## config.mk

```make
export PLATFORM = sky130hd
export DESIGN_NAME = i2c_keyreg_target
export DESIGN_NICKNAME = d
export VERILOG_FILES = /design/src/rtl/i2c_keyreg_target.sv
export SDC_FILE = /design/constraint.sdc
export NUM_CORES = 1
export LEC_CHECK = 0
export ABC_CLOCK_PERIOD_IN_PS = 2630
export BUFFER_PORTS_ARGS = -buffer_cell sky130_fd_sc_hd__buf_2
export CORE_ASPECT_RATIO = 0.6
export CORE_MARGIN = 5
export CORE_UTILIZATION = 54
export DETAILED_ROUTE_END_ITERATION = 16
export PLACE_DENSITY_LB_ADDON = 0.2
export SYNTH_ARGS = -nofsm -noshare
export SYNTH_HDL_FRONTEND = slang
export SYNTH_SLANG_ARGS = --single-unit
```

## constraint.sdc

```tcl
create_clock -name clk -period 2.63 [get_ports clk]
set_input_delay 0 -clock clk [delete_from_list [all_inputs] [get_ports clk]]
set_output_delay 0 -clock clk [all_outputs]
set_load 0.05 [all_outputs]
```

## src/rtl/i2c_keyreg_target.sv

```systemverilog
module i2c_keyreg_target #(
  parameter logic [6:0] DEV_ADDR = 7'h68,
  parameter logic [7:0] KEY_A    = 8'h5E,
  parameter logic [7:0] KEY_B    = 8'hC7,
  parameter int         NREG     = 10,
  parameter int         TK_REGS  = 7
) (
  input  logic clk,
  input  logic rst_n,
  input  logic scl_i,
  input  logic sda_i,
  input  logic backup_i,
  output logic sda_oe
);
  localparam int         IW       = $clog2(NREG);
  localparam logic [7:0] LAST     = 8'(NREG - 1);
  localparam logic [7:0] TK_LAST  = 8'(TK_REGS - 1);
  localparam logic [7:0] WIN_A    = 8'h20;
  localparam logic [7:0] WIN_B    = 8'h21;
  localparam logic [7:0] WIN_S    = 8'h22;

  typedef enum logic [2:0] {S_IDLE, S_ADDR, S_WR, S_ACK, S_RD, S_MACK} st_t;

  st_t                    st;
  logic [1:0]             scl_p, sda_p;
  logic                   scl_s, sda_s, scl_q, sda_q;
  logic [3:0]             cnt;
  logic [7:0]             sh, tx, ptr, spec, rd_data, nxt;
  logic                   rw, addr_ph, first, nack;
  logic [1:0]             kst;
  logic [NREG-1:0][7:0]   regs;

  assign scl_s = scl_p[1];
  assign sda_s = sda_p[1];

  wire scl_rise  = scl_s & ~scl_q;
  wire scl_fall  = ~scl_s & scl_q;
  wire start_det = scl_s & scl_q & sda_q & ~sda_s;
  wire stop_det  = scl_s & scl_q & ~sda_q & sda_s;
  wire tk_block  = backup_i && (ptr <= TK_LAST);

  assign sda_oe = (st == S_ACK) || (st == S_RD && !tx[7]);
  assign nxt    = (ptr == LAST) ? 8'h00 : (ptr == WIN_S) ? WIN_A : ptr + 8'd1;

  always_comb begin
    rd_data = 8'h00;
    if (ptr <= LAST && !tk_block) rd_data = regs[ptr[IW-1:0]];
    else if (ptr == WIN_S)        rd_data = spec;
  end

  always_ff @(posedge clk or negedge rst_n) begin
    if (!rst_n) begin
      scl_p <= 2'b11; sda_p <= 2'b11; scl_q <= 1'b1; sda_q <= 1'b1;
      st <= S_IDLE; cnt <= '0; sh <= '0; tx <= '0; ptr <= '0;
      rw <= 1'b0; addr_ph <= 1'b0; first <= 1'b0; nack <= 1'b0;
      kst <= 2'd0; spec <= '0; regs <= '0;
    end else begin
      scl_p <= {scl_p[0], scl_i};
      sda_p <= {sda_p[0], sda_i};
      scl_q <= scl_s;
      sda_q <= sda_s;
      if (stop_det) begin
        st <= S_IDLE;
        if (kst == 2'd1) kst <= 2'd0;
      end else if (start_det) begin
        st  <= S_ADDR;
        cnt <= '0;
      end else begin
        case (st)
          S_ADDR, S_WR: begin
            if (scl_rise) begin
              sh  <= {sh[6:0], sda_s};
              cnt <= cnt + 4'd1;
            end else if (scl_fall && cnt == 4'd8) begin
              cnt <= '0;
              if (st == S_ADDR) begin
                if (sh[7:1] == DEV_ADDR) begin
                  st <= S_ACK; addr_ph <= 1'b1; rw <= sh[0];
                end else st <= S_IDLE;
              end else begin
                st <= S_ACK; addr_ph <= 1'b0;
              end
            end
          end
          S_ACK: if (scl_fall) begin
            if (addr_ph) begin
              if (rw) begin tx <= rd_data; st <= S_RD; end
              else    begin st <= S_WR; first <= 1'b1; end
            end else begin
              st <= S_WR;
              if (first) begin
                ptr <= sh; first <= 1'b0;
              end else begin
                ptr <= nxt;
                if (ptr <= LAST) begin
                  if (!tk_block) regs[ptr[IW-1:0]] <= sh;
                  kst <= 2'd0;
                end else if (ptr == WIN_A) begin
                  kst <= (sh == KEY_A) ? 2'd1 : 2'd0;
                end else if (ptr == WIN_B) begin
                  kst <= (sh == KEY_B && kst == 2'd1) ? 2'd2 : 2'd0;
                end else if (ptr == WIN_S) begin
                  if (kst == 2'd2) spec <= sh;
                  kst <= 2'd0;
                end else kst <= 2'd0;
              end
            end
          end
          S_RD: if (scl_fall) begin
            tx <= {tx[6:0], 1'b0};
            if (cnt == 4'd7) begin
              cnt <= '0; st <= S_MACK; ptr <= nxt;
            end else cnt <= cnt + 4'd1;
          end
          S_MACK: begin
            if (scl_rise) nack <= sda_s;
            else if (scl_fall) begin
              if (nack) st <= S_IDLE;
              else begin tx <= rd_data; st <= S_RD; end
            end
          end
          default: st <= S_IDLE;
        endcase
      end
    end
  end
endmodule

```

; After elaboration in Yosys (flattened, before gate mapping)
; Index checks and enable logic that the tools add are counted.
[op_classes]
addsub = 2
order_cmp = 4
eq_ne = 40
n_mux = 60
bitwise_logic = 20
n_reduce_logical = 27
[ops]
columns = op, n
row1 = two-way mux 8 bit, 18
row2 = bitwise mux 80 bit, 1
row3 = two-way mux 3 bit, 13
row4 = binary-select mux 8 bit (select 4 bit), 1
row5 = demux 8 bit (select 4 bit), 1
row6 = != test 4 bit (second input constant), 7
row7 = equality test 8 x 6 -> 1 bit (second input constant), 3
row8 = two-way mux 2 bit, 12
row9 = case mux 8 bit (3 select lines), 1
row10 = AND reduction 7 bit, 3
row11 = two-way mux 4 bit, 5
row12 = != test 2 bit (second input constant), 9
row13 = case mux 8 bit (2 select lines), 1
row14 = inverter 1 bit, 13
row15 = != test 2 x 1 -> 1 bit (second input constant), 6
row16 = case mux 3 bit (4 select lines), 1
row17 = AND reduction 4 bit, 3
row18 = AND reduction 6 bit, 2
row19 = AND reduction 11 bit, 1
row20 = AND reduction 10 bit, 1
row21 = adder 8 x 1 -> 8 bit (second input constant), 1
row22 = equality test 8 x 4 -> 1 bit (second input constant), 1
row23 = equality test 8 x 7 -> 1 bit (second input constant), 1
row24 = equality test 8 bit (second input constant), 1
row25 = 26 further kinds, 47
[totals]
reg_bits = 131
inputBits = 5
output_inout_bits = 1
word_cells = 178

; Longest topological paths before layout
; Gate-level depths: netlist of run 1.
[depth]
depth_word = 12
depth_mapped = 11
depth_no_buf = 7

; Worst setup path before layout of run 1
; Ideal clock, no wire load.
[synth_timing]
path_kind = register to register
start = register ptr[0]
end = register regs[32] (netlist name)
setup_time_ns = 0.128
t_arrival_ns = 2.748
required_time_ns = 2.502
slack_ns = -0.246
path_stages_with_launch = 11
n_path_buf = 3
synth_period_minus_slack_ns = 2.876
cell_sequence = dfrtp_1 > buf_2 > buf_1 > inv_1 > ha_1 > nand3b_1 > a221oi_4 > and3_1 > buf_2 > nand2_2 > mux2_1
[synth_between]
elab_chain_cells = 5
elab_cells_between_ends = 11
cone_classes = 4 x order compare / 3 x mux / 1 x bitwise / 3 x reduce/logical
[synth_rtl]
columns = element, line
row1 = from (decl), 28  ; logic [7:0] sh, tx, ptr, spec, rd_data, nxt;
row2 = from (signal assigned), 94  ; ptr <= nxt;
row3 = < comparator 4 x 5 -> 1 bit (implied by the code) or greater-or-equal comparator 4 x 1 -> 1 bit (tied branches), 96  ; if (!tk_block) regs[ptr[IW-1:0]] <= sh;
row4 = logical AND 1 bit (implied by the code), 96
row5 = two-way mux 8 bit (implied by the code), 96
row6 = demux 8 bit (select 4 bit), 96
row7 = bitwise mux 80 bit, 96
row8 = "to (signal, indexed assignment)", 96
row9 = to (decl), 31  ; logic [NREG-1:0][7:0] regs;
; Parallel ways exist; a longest one is shown, timed or not.
; A chain may end at the register's enable or synchronous reset.

; Final worst setup path of run 1
[layout_timing]
start = register scl_p[1]
end = register cnt[3]
[layout_between]
elab_chain_cells = 5
elab_cells_between_ends = 17
cone_classes = 2 x eq/ne / 3 x mux / 9 x bitwise / 3 x reduce/logical
[layout_rtl]
columns = element, line
row1 = from (decl), 25  ; logic [1:0] scl_p, sda_p;
row2 = from (signal assigned), 58  ; scl_p <= {scl_p[0], scl_i};
row3 = AND 1 bit or inverter 1 bit (tied branches), "38, 39, 37"
row4 = AND 1 bit (on tied branches), "38, 37, 39"
row5 = AND 1 bit (tied with other cells), 38  ; wire start_det = scl_s & scl_q & sda_q & ~sda_s;
row6 = != test 4 bit (no source line) (tied with other cells), --
row7 = AND reduction 4 bit (no source line), --
row8 = to (signal assigned), 73  ; cnt <= cnt + 4'd1;
row9 = to (signal assigned), 113  ; end else cnt <= cnt + 4'd1;
row10 = to (decl), 27  ; logic [3:0] cnt;
; Parallel ways exist; a longest one is shown, timed or not.

==> results by group, run 1 <==
Clocking
  – Clock sinks: 131
  – Resize count post-CTS: 0
  – Root Buffer: clkbuf_16
  – Max Root-Sink Buffers: 2
  – TritonCTS buffer count: 17
  – Clock slew at the register clock pins of the worst setup and hold paths: 0.06 ns
  – Worst-skew pair later-pin latency: 0.42 ns
  – H-tree depth: 4
  – CTS tree: done

Finish
  – Synth-to-layout area growth: 14.59%
  – Area of the multi-input gates: 2997 um2
  – Register area: 3286 um2
  – # fillers: 867
  – Design area: 7388 um2
  – ANT cells: 0
  – Layout cell share with drive strength beyond 1: 0.2778
  – Fin nets: 556

Timing
  – Setup_tns: 0 ns
  – RSZ-0062 raised after global routing: false
  – FMAX: 0.4136 GHz
  – Slew @ Worst Pin: 0.7870 ns
  – Final Critical Period: 2.418 ns
  – Relative slew margins: 0.4733
  – Final worst path period share: 0.9192
  – Slew Limit Fails: 0
  – Setup Skew: 0.009106 ns
  – Endpoints failing setup: 0
  – Fin. Hold Viols: 0

Setup path
  – Crit-path cells: nor2b_1 > nand2_1 > a21oi_1 > or4b_2 > nand3_1
  – Worst path required time: 2.98 ns
  – CP Capture Type: flip-flop
  – Largest stage delay, worst path: 0.66 ns
  – Crit path max fanout: 7
  – Reg2reg start: scl_p[1]
  – Slowest-stage cell, CP: or4b_2
  – Crit path DAT: 2.76 ns
  – Worst Path Buf+Inv: 0
  – Reg2Reg Capture Point: cnt[3]
  – Crit path to: cnt[3]
  – Worst-case register-to-register setup slack: 0.21 ns
  – Worst setup SP type: flip-flop
  – FF-to-FF path depth: 5
  – Crit path kind: reg -> reg
  – Worst setup path start: scl_p[1]
  – Levels on crit path: 5
  – CP top delay family: simple AND/OR/NAND/NOR gates

GRT
  – Vias in the first global route: 4547
  – First-pass GRT wire length: 26.55 mm
  – Largest net degree at the start of global routing: 51
  – Initial antenna violation count: 0
  – Remaining Overflow, GRT: 0
  – GRT Overall Usage: 0.2507

Logic synthesis
  – Main synth FF type: dfrtp_1
  – FF+latch count, synth: 131
  – Area leader, netlist: dfrtp_1
  – Syn avg cell area: 12.50 um2
  – Area contributors post-synth: dfrtp_1 (49%), mux2_1 (11%), mux2_2 (8.4%), mux4_2 (5.6%), dfstp_2 (2.4%)
  – Yosys top cell area share: 0.4852
  – Post-Syn Nets: 527
  – Largest family of logic cells by synthesized area: multiplexers
  – Register area share after synthesis: 0.5096
  – Synth Area in Compound Gates: 0.08713
  – Synth Cell Area: 6447 um2
  – Ys async rst share: 1.000
  – Synth Area in XOR/XNOR: 0.004075
  – Post-synthesis mux area share: 0.2496
  – Post-synth EDFFs: 0
  – Post-Synth Adder-Cell Area: 0.01164
  – Simple-gate portion of the synthesized area: 0.1124
  – YS warnings: 0
  – Syn Inst Count: 516
  – Post-synth cell types: 58

Floorplan
  – I/O pins: 6
  – Die Area: 14300 um2
  – Initial Utilization: 0.5613
  – Die Ht: 94.64 um
  – Core ar.: 11490 um2
  – Chip Width: 151.1 um
  – Std-Cell Rows: 30

Power and ir drop
  – P_int: 0.003392 W
  – P per Cell Area: 596.0 nW/um2
  – Seq pwr share: 0.469
  – Power share of the combinational group: 0.030
  – Proportion of power drawn by the clock network: 0.501
  – Switching power: 0.001011 W
  – Sw frac: 0.2296
  – Pleak: 3.408 nW
  – Max VDD drop: 460.5 uV

Detailed routing
  – DRT Pass-1 Iters: 5
  – Post-DR wirelength/cell: 22.75 um
  – Vias per cell: 6.266
  – Post-DRT Antenna Nets: 0
  – Drt drc: 0
  – DR iter-0 viols: 336
  – Drt total wl: 16.33 mm
  – Routed via count: 4499

Hold path
  – Hold WC Path Type: in -> async

Placement
  – Dpl hpwl: 11.32 mm
  – Routability Congestion: 0.8739
  – DP Area: 6803 um2
  – Port-buffer cells: 5

Run status
  – Status: complete, no violations

Job
  – Max Cap Viol: 0
## layer usage
metal	vias to the layer above	global-route usage	share of wire	wire (um)
li1	1995	-	-	-
met1	2297	0.3856	0.48	7800
met2	185	0.3276	0.41	6628
met3	22	0.09113	0.10	1694
met4	0	0.07315	0.013	210
met5	-	0	0	0
## power by group through the flow
stage | sequential (W) | clock [W] | combinational, W
6_report | 0.00206 | 0.00221 | 0.000132
5_1_grt | 0.00207 | 0.00233 | 0.000149
4_1_cts | 0.00206 | 0.00224 | 0.000131
3_5_place_dp | 0.00210 | 0 | 0.000128
3_3_place_gp | 0.00210 | 0 | 0.000123
2_1_floorplan | 0.00209 | 0 | 0.0000527
## cell type report
class                      count  share of cell area
inverter                      10            0.005080
clock inverter                13             0.01524
tap                          160             0.02710
sequential                   131              0.4447
timing repair buffer          42             0.04234
multi-input combinational    343              0.4056
clock buffer                  19             0.05995
## synth_stat cells (3+ instances only)
cell type    n
mux4_2      16
clkbuf_1    25
and3_1       6
buf_2        6
o21a_1       3
nand2b_1     5
a21oi_1     17
mux2_1      62
nand4b_1     4
o21ai_0     19
a31oi_1      4
nor2b_1      6
inv_1       10
o31ai_1      3
nand3_1     23
nor3b_1      3
a311o_1      8
a22oi_1      7
ha_1         6
nand3b_1     5
or4_1        3
nor2_1      13
nor3_1       4
and4_1       3
nand4_1      4
nor4_1       5
nand2_1     25
a32oi_1      3
dfstp_2      6
nand2_2      8
mux2_2      48
dfrtp_1    125
## how the worst min path moves through the flow
stage,cells after the start,to,slack (ns)
2_1_floorplan,0,addr_ph,-0.30
3_3_place_gp,1,first,0.06
3_5_place_dp,1,first,0.07
4_1_cts,2,first,0.18
5_1_grt,2,scl_p[0],0.23
6_report,2,first,0.18
## cells by family (layout without fill, tap and decap cells)
logic type      count (synthesis)  count (layout)
flops                         131             131
simple gates                  127             127
fa+ha+maj                       6               6
buf+inv                        42              84
xor+xnor                        3               3
mux                           127             127
compound gates                 80              80
## repair_timing
action | 4_1_cts | 5_1_grt
hold buffers | 3 | 0
endpoints found under the hold margin | 48 | 0
setup buffers | 0 | 0
setup endpoints to repair | 0 | 0
## metrics by stage
stage | power [W] | hold slack [ns] | setup slack (ns) | std cells | util
final | 0.004403 | 0.1764 | 0.2124 | 718 | 0.6432
after global routing | 0.004547 | 0.2344 | 0.1522 | 718 | 0.6432
after CTS | 0.004431 | 0.1752 | 0.2773 | 718 | 0.6432
after detailed placement | 0.002226 | 0.07188 | 0.2986 | 683 | 0.5923
after global placement | 0.002220 | 0.06024 | 0.3315 | 683 | 0.5923
after floorplan | 0.002139 | -0.2956 | 0.008220 | 516 | -
## registers in the layout, indices dropped and copies added, names as in the netlist
| name | cells |
|---|---|
| first | 1 |
| regs | 80 |
| sda_q | 1 |
| rw | 1 |
| scl_q | 1 |
| spec | 8 |
| st | 3 |
| scl_p | 2 |
| addr_ph | 1 |
| sh | 8 |
| cnt | 4 |
| sda_p | 2 |
| kst | 2 |
| tx | 8 |
| ptr | 8 |
| nack | 1 |
## layout by cell type, fill, tap and decap left out, types with 3 or more instances in the layout
master and n:
a21oi_1 17, a22oi_1 7, a311o_1 8, a31oi_1 4, a32oi_1 3, and3_1 6
and4_1 3, buf_2 4, buf_4 35, clkbuf_16 17, clkinv_2 5, clkinv_4 4
clkinvlp_4 3, dfrtp_1 125, dfstp_2 6, dlygate4sd3_1 3, ha_1 6, inv_1 10
mux2_1 62, mux2_2 48, mux4_2 16, nand2_1 25, nand2_2 8, nand2b_1 5
nand3_1 23, nand3b_1 5, nand4_1 4, nand4b_1 4, nor2_1 13, nor2b_1 6
nor3_1 4, nor3b_1 3, nor4_1 5, o21a_1 3, o21ai_0 19, o31ai_1 3
or4_1 3
No activity file was read; power rests on OpenSTA's default activity.
==> run 2: changes to the inputs <==
--- a/config.mk
+++ b/config.mk
@@ -5,13 +5,15 @@
 export SDC_FILE = /design/constraint.sdc
 export NUM_CORES = 1
 export LEC_CHECK = 0
+export ABC_AREA = 1
 export ABC_CLOCK_PERIOD_IN_PS = 2630
 export BUFFER_PORTS_ARGS = -buffer_cell sky130_fd_sc_hd__buf_2
 export CORE_ASPECT_RATIO = 0.6
 export CORE_MARGIN = 5
 export CORE_UTILIZATION = 54
+export CTS_BUF_LIST = sky130_fd_sc_hd__clkbuf_8
 export DETAILED_ROUTE_END_ITERATION = 16
-export PLACE_DENSITY_LB_ADDON = 0.2
+export PLACE_DENSITY = 0.81
 export SYNTH_ARGS = -nofsm -noshare
 export SYNTH_HDL_FRONTEND = slang
 export SYNTH_SLANG_ARGS = --single-unit
==> results by group, run 2 <==
Hold path
  – Hold WC Path Type: in -> async (unchanged)

Logic synthesis
  – Syn avg cell area: 7.315 um2 (was 12.50 um2)
  – Main synth FF type: dfrtp_1 (unchanged)
  – Commonest cells post-synth: nand2_1 (353), dfrtp_1 (125), nor2_1 (113) (was dfrtp_1 (125), mux2_1 (62), mux2_2 (48))
  – Syn Inst Count: 987 (was 516)
  – Largest family of logic cells by synthesized area: simple AND/OR/NAND/NOR gates (was multiplexers)
  – Area contributors post-synth: dfrtp_1 (43%), nand2_1 (18%), nand4_1 (7.0%), nor2_1 (5.9%), o21ai_0 (4.6%) (was dfrtp_1 (49%), mux2_1 (11%), mux2_2 (8.4%), mux4_2 (5.6%), dfstp_2 (2.4%))
  – Post-Synth Adder-Cell Area: 0.01040 (was 0.01164)
  – Post-Syn Nets: 998 (was 527)
  – Register area share after synthesis: 0.4551 (was 0.5096)
  – YS warnings: 0 (unchanged)
  – Area leader, netlist: dfrtp_1 (unchanged)
  – Synth Cell Area: 7219 um2 (was 6447 um2)
  – Post-synthesis mux area share: 0 (was 0.2496)
  – Top-count cell post-synth: nand2_1 (was dfrtp_1)
  – Yosys top cell area share: 0.4333 (was 0.4852)
  – Synth Area in Compound Gates: 0.07036 (was 0.08713)
  – Synth Area in XOR/XNOR: 0.002426 (was 0.004075)
  – Simple-gate portion of the synthesized area: 0.3808 (was 0.1124)
  – FF+latch count, synth: 131 (unchanged)
  – Ys async rst share: 1.000 (unchanged)
  – Post-synth EDFFs: 0 (unchanged)
  – Post-synth cell types: 37 (was 58)

Finish
  – Layout cell share with drive strength beyond 1: 0.09749 (was 0.2778)
  – Register bank with the most flops: regs (unchanged)
  – Fin nets: 994 (was 556)
  – Commonest non-fill, non-tap cells in the layout: nand2_1 (353), dfrtp_1 (125), nor2_1 (112) (was dfrtp_1 (125), mux2_1 (62), mux2_2 (48))
  – Register area: 3286 um2 (unchanged)
  – Area of the multi-input gates: 3352 um2 (was 2997 um2)
  – Max reg flops: 80 (unchanged)
  – # fillers: 1169 (was 867)
  – Commonest non-fill, non-tap cell in the layout: nand2_1 (was dfrtp_1)
  – Synth-to-layout area growth: 8.024% (was 14.59%)
  – ANT cells: 0 (unchanged)

Detailed routing
  – Routed via count: 6812 (was 4499)
  – DR iter-0 viols: 941 (was 336)
  – Post-DR wirelength/cell: 16.82 um (was 22.75 um)
  – Drt total wl: 19.59 mm (was 16.33 mm)
  – Post-DRT Antenna Nets: 0 (unchanged)
  – DRT Pass-1 Iters: 6 (was 5)
  – Vias per cell: 5.847 (was 6.266)
  – Drt drc: 0 (unchanged)

Placement
  – Dpl hpwl: 13.01 mm (was 11.32 mm)
  – Port-buffer cells: 5 (unchanged)
  – Routability Congestion: 0.9045 (was 0.8739)
  – Worst slack, placed: 0.4446 ns (was 0.2986 ns)

Floorplan
  – Initial Utilization: 0.5565 (was 0.5613)
  – Core ar.: 12970 um2 (was 11490 um2)
  – Die Ht: 99.57 um (was 94.64 um)
  – Chip Width: 159.3 um (was 151.1 um)
  – I/O pins: 6 (unchanged)
  – Std-Cell Rows: 32 (was 30)
  – Die Area: 15860 um2 (was 14300 um2)

Clocking
  – Root Buffer: clkbuf_8 (was clkbuf_16)
  – H-tree depth: 4 (unchanged)
  – Clock slew at the register clock pins of the worst setup and hold paths: 0.08 ns (was 0.06 ns)
  – TritonCTS buffer count: 17 (unchanged)
  – Post-CTS setup buffer count: 0 (unchanged)
  – CTS tree: done (unchanged)
  – Worst-skew pair later-pin latency: 0.46 ns (was 0.42 ns)
  – Max Root-Sink Buffers: 2 (unchanged)
  – Clock sinks: 131 (unchanged)

GRT
  – Vias in the first global route: 6032 (was 4547)
  – GRT Overall Usage: 0.2507 (about the same)
  – Remaining Overflow, GRT: 0 (unchanged)
  – First-pass GRT wire length: 31.99 mm (was 26.55 mm)
  – Initial antenna violation count: 0 (unchanged)
  – Largest net degree at the start of global routing: 62 (was 51)

Setup path
  – Worst path required time: 2.98 ns (about the same)
  – Worst-case register-to-register setup slack: 0.36 ns (was 0.21 ns)
  – FF-to-FF path depth: 8 (was 5)
  – Largest stage delay, worst path: 0.46 ns (was 0.66 ns)
  – CP Capture Type: flip-flop (unchanged)
  – Reg2reg start: ptr[1] (was scl_p[1])
  – Crit path kind: reg -> reg (unchanged)
  – Crit-path cells: buf_4 > nand2_2 > o21ai_2 > nand3_4 > nor2_8 > nand3_1 > nand2_1 > nand2_1 (was nor2b_1 > nand2_1 > a21oi_1 > or4b_2 > nand3_1)
  – Reg2Reg Capture Point: regs[25] (was cnt[3])
  – Worst Path Buf+Inv: 1 (was 0)
  – Worst setup SP type: flip-flop (unchanged)
  – Crit path DAT: 2.62 ns (was 2.76 ns)
  – Slowest-stage cell, CP: nand3_1 (was or4b_2)
  – Crit path top cell by count: nand2_1
  – CP top delay family: simple AND/OR/NAND/NOR gates (unchanged)
  – Crit path max fanout: 30 (was 7)

Power and ir drop
  – Pleak: 3.954 nW (was 3.408 nW)
  – Sw frac: 0.2348 (was 0.2296)
  – Seq pwr share: 0.512 (was 0.469)
  – P_int: 0.003088 W (was 0.003392 W)
  – Power share of the combinational group: 0.031 (was 0.030)
  – Max VDD drop: 311.6 uV (was 460.5 uV)
  – Proportion of power drawn by the clock network: 0.456 (was 0.501)
  – P per Cell Area: 517.5 nW/um2 (was 596.0 nW/um2)
  – Switching power: 0.0009478 W (was 0.001011 W)

Timing
  – Worst Setup Slack, final: 0.3603 ns (was 0.2124 ns)
  – Setup Skew: 0.01461 ns (was 0.009106 ns)
  – Slew Limit Fails: 0 (unchanged)
  – Final worst path period share: 0.8630 (was 0.9192)
  – Setup_tns: 0 ns (unchanged)
  – FMAX: 0.4406 GHz (was 0.4136 GHz)
  – Endpoints failing setup: 0 (unchanged)
  – Fin. Hold Viols: 0 (unchanged)
  – Hold Slack: 0.08685 ns (was 0.1764 ns)
  – RSZ-0062 raised after global routing: false (unchanged)
  – Relative slew margins: 0.4806 (was 0.4733)
  – Final Critical Period: 2.270 ns (was 2.418 ns)
  – Slew @ Worst Pin: 0.7791 ns (was 0.7870 ns)

Run status
  – Status: complete, no violations (unchanged)

Job
  – Max Cap Viol: 0 (unchanged)
## run 2: area by class of cell
cell class	count	share of cell area
Timing Repair Buffer	33	0.03353
Multi-Input combinational cell	729	0.4298
Clock buffer	21	0.03706
Sequential cell	131	0.4213
Inverter	71	0.03417
Clock inverter	10	0.01685
Tap cell	170	0.02727
## run 2: power groups by stage
stage	Clock (W)	Sequential, W	Combinational (W)
floorplan	0	0.00208	0.0000689
global placement	0	0.00210	0.000122
detailed placement	0	0.00210	0.000123
CTS	0.00184	0.00207	0.000128
global route	0.00194	0.00207	0.000146
finish	0.00184	0.00207	0.000126
## run 2: cell families (layout without fill, tap and decap cells)
family / Yosys count / count (layout)
and+or+nand+nor: 622 / 622
buffers and inverters: 127 / 135
xor gates and xnor gates: 2 / 2
adders and majority gates: 6 / 6
AOI/OAI and AO/OA: 99 / 99
DFF: 131 / 131
## run 2: per-stage QoR
step	util	total power, W	cells	cell area (um2)
final	0.6012	0.004036	1165	7799
after global routing	0.6012	0.004159	1165	7799
after CTS	0.6012	0.004033	1165	7799
after detailed placement	0.5665	0.002228	1131	7348
after global placement	0.5665	0.002226	1131	7348
after floorplan	-	0.002150	987	7219
## run 2: how the worst max path moves through the flow
stage | startpoint | to | slack, ns | cells past startpoint
global placement | ptr[0] | regs[30] | 0.52 | 9
floorplan | ptr[0] | ptr[0] | 0.42 | 10
detailed placement | ptr[0] | regs[25] | 0.44 | 9
CTS | ptr[0] | regs[26] | 0.42 | 9
finish | ptr[1] | regs[25] | 0.36 | 8
global route | ptr[0] | regs[65] | 0.21 | 9
## run 2: per-layer routing
layer	up-vias	global-route usage	part of all wire
met5	-	0	0
met4	0	0.07143	0.015
met3	38	0.08364	0.13
met2	389	0.3284	0.40
met1	3195	0.3891	0.46
li1	3190	-	-
## run 2: repair_timing
item                                   4_1_cts  5_1_grt
hold buffers                                 3        0
endpoints found under the hold margin       70        0
resized for setup                            0        0
